**src/rtl/rsb_pkg.sv**
```systemverilog
package rsb_pkg;

    localparam int          CRC_W    = 16;
    localparam logic [15:0] CRC_POLY = 16'h1021;
    localparam logic [15:0] CRC_SEED = 16'hFFFF;

    // Fold a 16-bit word into a CRC, MSB first.
    // Returns {last feedback bit, new crc}.
    function automatic logic [16:0] crc16_fold(input logic [15:0] crc_in,
                                               input logic [15:0] word);
        logic [15:0] c;
        logic        fb;
        c  = crc_in;
        fb = 1'b0;
        for (int b = 15; b >= 0; b--) begin
            fb = c[15] ^ word[b];
            c  = {c[14:0], 1'b0} ^ (fb ? CRC_POLY : 16'h0000);
        end
        return {fb, c};
    endfunction

endpackage

```
**src/rtl/rsb_addr_seq.sv**
```systemverilog
module rsb_addr_seq #(
    parameter int ADDR_W = 6
) (
    input  logic [ADDR_W-1:0] step,
    output logic [ADDR_W-1:0] addr
);
    logic [ADDR_W-1:0] base;

    always_comb begin
        base = {1'b0, step[ADDR_W-1:1]};
        addr = step[0] ? ~base : base;
    end
endmodule

```
**src/rtl/rsb_crc16.sv**
```systemverilog
module rsb_crc16
    import rsb_pkg::*;
(
    input  logic [15:0] crc_in,
    input  logic [15:0] word,
    output logic [15:0] crc_out,
    output logic        qbit
);
    logic [16:0] res;

    always_comb begin
        res     = crc16_fold(crc_in, word);
        crc_out = res[15:0];
        qbit    = res[16];
    end
endmodule

```
**src/rtl/rom_sig_bist.sv**
```systemverilog
module rom_sig_bist
    import rsb_pkg::*;
#(
    parameter int          ADDR_W = 6,
    parameter int          DATA_W = 32,
    parameter logic [15:0] EXP_LO = 16'h0000,
    parameter logic [15:0] EXP_HI = 16'h0000
) (
    input  logic              clk,
    input  logic              rst_n,
    input  logic              cmd_we,
    input  logic              cmd_run,
    output logic              rom_en,
    output logic [ADDR_W-1:0] rom_addr,
    input  logic [DATA_W-1:0] rom_data,
    output logic              busy,
    output logic              done,
    output logic              pass,
    output logic [15:0]       sig_lo,
    output logic [15:0]       sig_hi,
    output logic              test_pin
);
    localparam int                LANES    = DATA_W / CRC_W;
    localparam logic [ADDR_W-1:0] LAST_STP = {ADDR_W{1'b1}};

    typedef struct packed {
        logic                   run;
        logic [ADDR_W-1:0]      stp;
        logic                   rd_vld;
        logic                   rd_last;
        logic                   done;
        logic                   pass;
        logic [LANES-1:0][15:0] sig;
        logic                   tpin;
    } st_t;

    st_t st_d, st_q;

    logic [LANES-1:0][15:0] sig_nx;
    logic [LANES-1:0]       q_bits;
    logic [ADDR_W-1:0]      addr_w;

    rsb_addr_seq #(.ADDR_W(ADDR_W)) addr_i (
        .step (st_q.stp),
        .addr (addr_w)
    );

    for (genvar g = 0; g < LANES; g++) begin : g_lane
        rsb_crc16 crc_i (
            .crc_in  (st_q.sig[g]),
            .word    (rom_data[g*CRC_W +: CRC_W]),
            .crc_out (sig_nx[g]),
            .qbit    (q_bits[g])
        );
    end

    logic busy_w;
    assign busy_w = st_q.run | st_q.rd_vld;

    always_comb begin
        st_d         = st_q;
        st_d.rd_vld  = 1'b0;
        st_d.rd_last = 1'b0;

        if (cmd_we && !cmd_run) begin
            st_d.run  = 1'b0;
            st_d.done = 1'b0;
            st_d.pass = 1'b0;
        end else if (cmd_we && cmd_run && !busy_w) begin
            st_d.run  = 1'b1;
            st_d.stp  = '0;
            st_d.done = 1'b0;
            st_d.pass = 1'b0;
            st_d.tpin = 1'b0;
            for (int l = 0; l < LANES; l++) st_d.sig[l] = CRC_SEED;
        end else begin
            if (st_q.rd_vld) begin
                st_d.sig  = sig_nx;
                st_d.tpin = ^q_bits;
                if (st_q.rd_last) begin
                    st_d.done = 1'b1;
                    st_d.pass = (sig_nx[0] == EXP_LO) && (sig_nx[LANES-1] == EXP_HI);
                end
            end
            if (st_q.run) begin
                st_d.rd_vld  = 1'b1;
                st_d.rd_last = (st_q.stp == LAST_STP);
                if (st_q.stp == LAST_STP) st_d.run = 1'b0;
                else                      st_d.stp = st_q.stp + 1'b1;
            end
        end
    end

    always_ff @(posedge clk or negedge rst_n) begin
        if (!rst_n) st_q <= '0;
        else        st_q <= st_d;
    end

    assign rom_en   = st_q.run;
    assign rom_addr = addr_w;
    assign busy     = busy_w;
    assign done     = st_q.done;
    assign pass     = st_q.pass;
    assign sig_lo   = st_q.sig[0];
    assign sig_hi   = st_q.sig[LANES-1];
    assign test_pin = st_q.tpin;

endmodule

```
**config.mk**
```make
export PLATFORM = sky130hd
export DESIGN_NAME = rom_sig_bist
export DESIGN_NICKNAME = d
export VERILOG_FILES = /design/src/rtl/rsb_pkg.sv /design/src/rtl/rsb_addr_seq.sv /design/src/rtl/rsb_crc16.sv /design/src/rtl/rom_sig_bist.sv
export SDC_FILE = /design/constraint.sdc
export NUM_CORES = 1
export LEC_CHECK = 0
export BUFFER_PORTS_ARGS = -buffer_cell sky130_fd_sc_hd__buf_2
export CORE_MARGIN = 2
export CORE_UTILIZATION = 30
export DETAILED_ROUTE_END_ITERATION = 10
export PLACE_DENSITY_LB_ADDON = 0.08
export SYNTH_ARGS = -nofsm -noshare
export SYNTH_HDL_FRONTEND = slang
export SYNTH_SLANG_ARGS = --single-unit
```
**constraint.sdc**
```tcl
create_clock -name clk -period 4.3 [get_ports clk]
set_input_delay 0 -clock clk [delete_from_list [all_inputs] [get_ports clk]]
set_output_delay 0 -clock clk [all_outputs]
set_load 0.02 [all_outputs]
```
==> impl_metrics.py <==
metrics = {
    "critical_path": {
        "max_stage_delay_ns": 0.54,
        "worst_r2r_endpoint": "pass",
        "worstPathCellList": "xnor2_1 -> xor3_1 -> xnor2_1 -> or2b_2 -> nor4b_1 -> nand4_1 -> o21ai_1",
        "rrSetupSlack_ns": 1.60,
        "endpoint_kind": "register",
        "cp_common_cell": "xnor2_1",
        "required_ns": 4.52,
        "cp-start-kind": "register",
        "critical_path.max_fanout": 4,
        "cp.arrival_ns": 2.91,
        "reg2reg_from": "sig_lo[9]",
        "crit_path_end": "pass",
        "crit_path_start": "sig_lo[9]",
        "ff2ff_path_depth": 7,
        "critPathKind": "register to register",
        "critPathSlowestCell": "xor3_1",
    },
    "global_route": {
        "grtUsageTotal_pct": 14.8,
        "grt_max_degree": 45,
        "grt_pass1_vias": 2397,
        "antenna_found_initial": 0,
        "overflow": 0,
        "grt_pass1_wl_um": 13400,
    },
    "clock_tree": {
        "cts_tree": "built",
        "cts-buffers-inserted": 5,
        "root_buffer": "clkbuf_16",
        "cts_setup_buffers": 0,
        "clock_latency_ns": 0.29,
        "cts.sinks": 44,
        "clkTransAtPathRegs_ns": 0.06,
        "htreeDepth": 2,
        "clk_path_buf_depth": 2,
    },
    "sta": {
        "post-route-min-period_ns": 2.70,
        "rsz0062_at_grt": "no",
        "fin_crit_sh_pct": 62.7,
        "tns_ns": 0,
        "finalMaxSlewViolations": 0,
        "setup_viol_count_final": 0,
        "finalClockSkew_ns": 0.00826,
        "fmax_mhz": 371,
        "finalHoldViolCount": 0,
        "worstMarginPinSlew_ns": 1.05,
        "relSlewSlack_pct": 29.8,
    },
    "cells_and_area": {
        "design_area_um2": 3850,
        "insertedDiodeCount": 0,
        "nNetsFinal": 434,
        "layout-drive-gt1-share_pct": 23.9,
        "areaGrowthSynthToFinish_pct": 13.7,
        "fillers": 1136,
    },
    "routing": {
        "m1WireLength_um": 4120,
        "drtPass1Iterations": 4,
        "routed_via_density": 4.60,
        "routed-via-count": 2477,
        "highest_layer": "met4",
        "routed_wl_um": 8520,
        "wl_per_cell_um": 15.8,
        "drc": 0,
        "wl_met3_um": 349,
        "met2WireLength_um": 3960,
        "ant_nets": 0,
        "drt-initial-drc-count": 99,
    },
    "flow_run": {
        "drv_cap": 0,
    },
    "floorplanning": {
        "io_pins": 79,
        "die_h_um": 110,
        "dieArea_um2": 12200,
        "coreArea_um2": 10900,
        "die_w_um": 110,
        "fp-row-count": 38,
        "start_util_pct": 31.0,
    },
    "placed_design": {
        "place_area_um2": 3680,
        "place.gp.congestion": 0.799,
        "dp_hpwl_um": 6390,
        "io_buffers": 78,
    },
    "synthesis": {
        "ys_ff_latch": 44,
        "synth_nets": 387,
        "syn_avg_cell_area_um2": 9.68,
        "yosysWarnings": 0,
        "synth_ff_type": "dfrtp_1",
        "netlist_area_um2": 3390,
        "synth_edf_count": 0,
        "synth_seq_area_share_pct": 32.5,
        "syn_inst": 350,
        "ys_types": 35,
        "synth_async_sr_flop_share_pct": 100,
    },
    "outcome": {
        "status": "finished clean",
    },
    "hold_path": {
        "hp-class": "input pin to register",
    },
}
per-layer routing:
layer / GRT usage (%) / up-vias
met1: 20.8 / 1184
met5: 0 / -
li1: - / 1234
met3: 2.53 / 5
met2: 23.6 / 54
met4: 3.48 / 0
cell usage after synthesis (6+ instances only):
| cell type | instances | share of area [%] |
|---|---|---|
| xnor2_1 | 85 | 22 |
| dfrtp_1 | 44 | 33 |
| buf_4 | 33 | 7.3 |
| nor2_1 | 30 | 3.3 |
| a21oi_1 | 27 | 4.0 |
| xor2_1 | 25 | 6.5 |
| nand2_1 | 18 | 2.0 |
| nand3_1 | 11 | 1.6 |
| o21ai_0 | 11 | 1.6 |
| clkbuf_1 | 9 | 1.0 |
| o22a_1 | 8 | 2.1 |
| a211o_1 | 6 | 1.6 |
what timing repair did:
item                                   4_1_cts  5_1_grt
endpoints found under the hold margin       45        0
hold buffers                                 3        0
gates resized for setup                      0        0
layout by cell type (no fill, tap or decap), types with 2 or more instances in the layout:
cell / Yosys / routed
and3_1: 3 / 3
xnor3_2: 3 / 3
xor3_1: 3 / 3
xnor3_1: 3 / 3
clkbuf_1: 9 / 2
o21ai_0: 11 / 11
o22a_1: 8 / 8
xnor2_1: 85 / 85
dlygate4sd3_1: 0 / 3
a211o_1: 6 / 6
buf_2: 0 / 78
xnor2_2: 3 / 3
a21oi_1: 27 / 27
inv_1: 5 / 5
xor2_1: 25 / 25
nand4_1: 5 / 5
nand2_1: 18 / 18
clkbuf_16: 0 / 5
or3_1: 2 / 2
or4_1: 2 / 2
dfrtp_1: 44 / 44
nor2_1: 30 / 30
nand3_1: 11 / 11
registers in the layout (all words and copies together), names as in the netlist:
signal	flops
done	1
pass	1
rom_en	1
sig_hi	16
sig_lo	16
st_q	8
test_pin	1
area by class of cell:
cell class	instances	area, µm²	share of cell area (%)
Timing Repair Buffer	82	428	11.1
Tap cell	140	175	4.55
Inverter	5	18.8	0.487
Sequential cell	44	1100	28.6
Multi-Input combinational cell	259	1990	51.6
Clock inverter	1	8.76	0.227
Clock buffer	7	133	3.44
metrics by stage:
stage / hold slack, ns / util [%] / std cells / setup WS, ns
2_1_floorplan: -0.296 / - / 350 / 1.86
3_3_place_gp: 0.149 / 33.6 / 527 / 1.57
3_5_place_dp: 0.146 / 33.6 / 527 / 1.57
4_1_cts: 0.0866 / 35.2 / 538 / 1.55
5_1_grt: 0.108 / 35.2 / 538 / 1.41
6_report: 0.0818 / 35.2 / 538 / 1.60
critical path: cells and delay by family, from the launching register on:
family                    cells  cell delay, ns
DFF                           1            0.40
and+or+nand+nor               3            0.77
AOI/OAI and AO/OA             1            0.14
xor gates and xnor gates      3            1.32
worst min-delay path by stage:
stage / from / end / cells after the start
final: cmd_run / rom_en / 3
after global routing: cmd_run / rom_en / 3
after CTS: cmd_run / rom_en / 3
after detailed placement: rst_n / sig_lo[8] / 2
after global placement: rst_n / sig_lo[8] / 2
after floorplan: rst_n / done / 0
logic make-up after synthesis:
| group | after synthesis | synth area share (%) |
|---|---|---|
| xor+xnor | 124 | 37.3 |
| simple gates | 79 | 10.9 |
| compound gates | 55 | 10.0 |
| buf+inv | 47 | 8.87 |
| flops | 44 | 32.5 |
| fa+ha+maj | 1 | 0.369 |
Power is not shown: default switching activity piles up to over one toggle a cycle in this logic, so the estimate is an artifact.
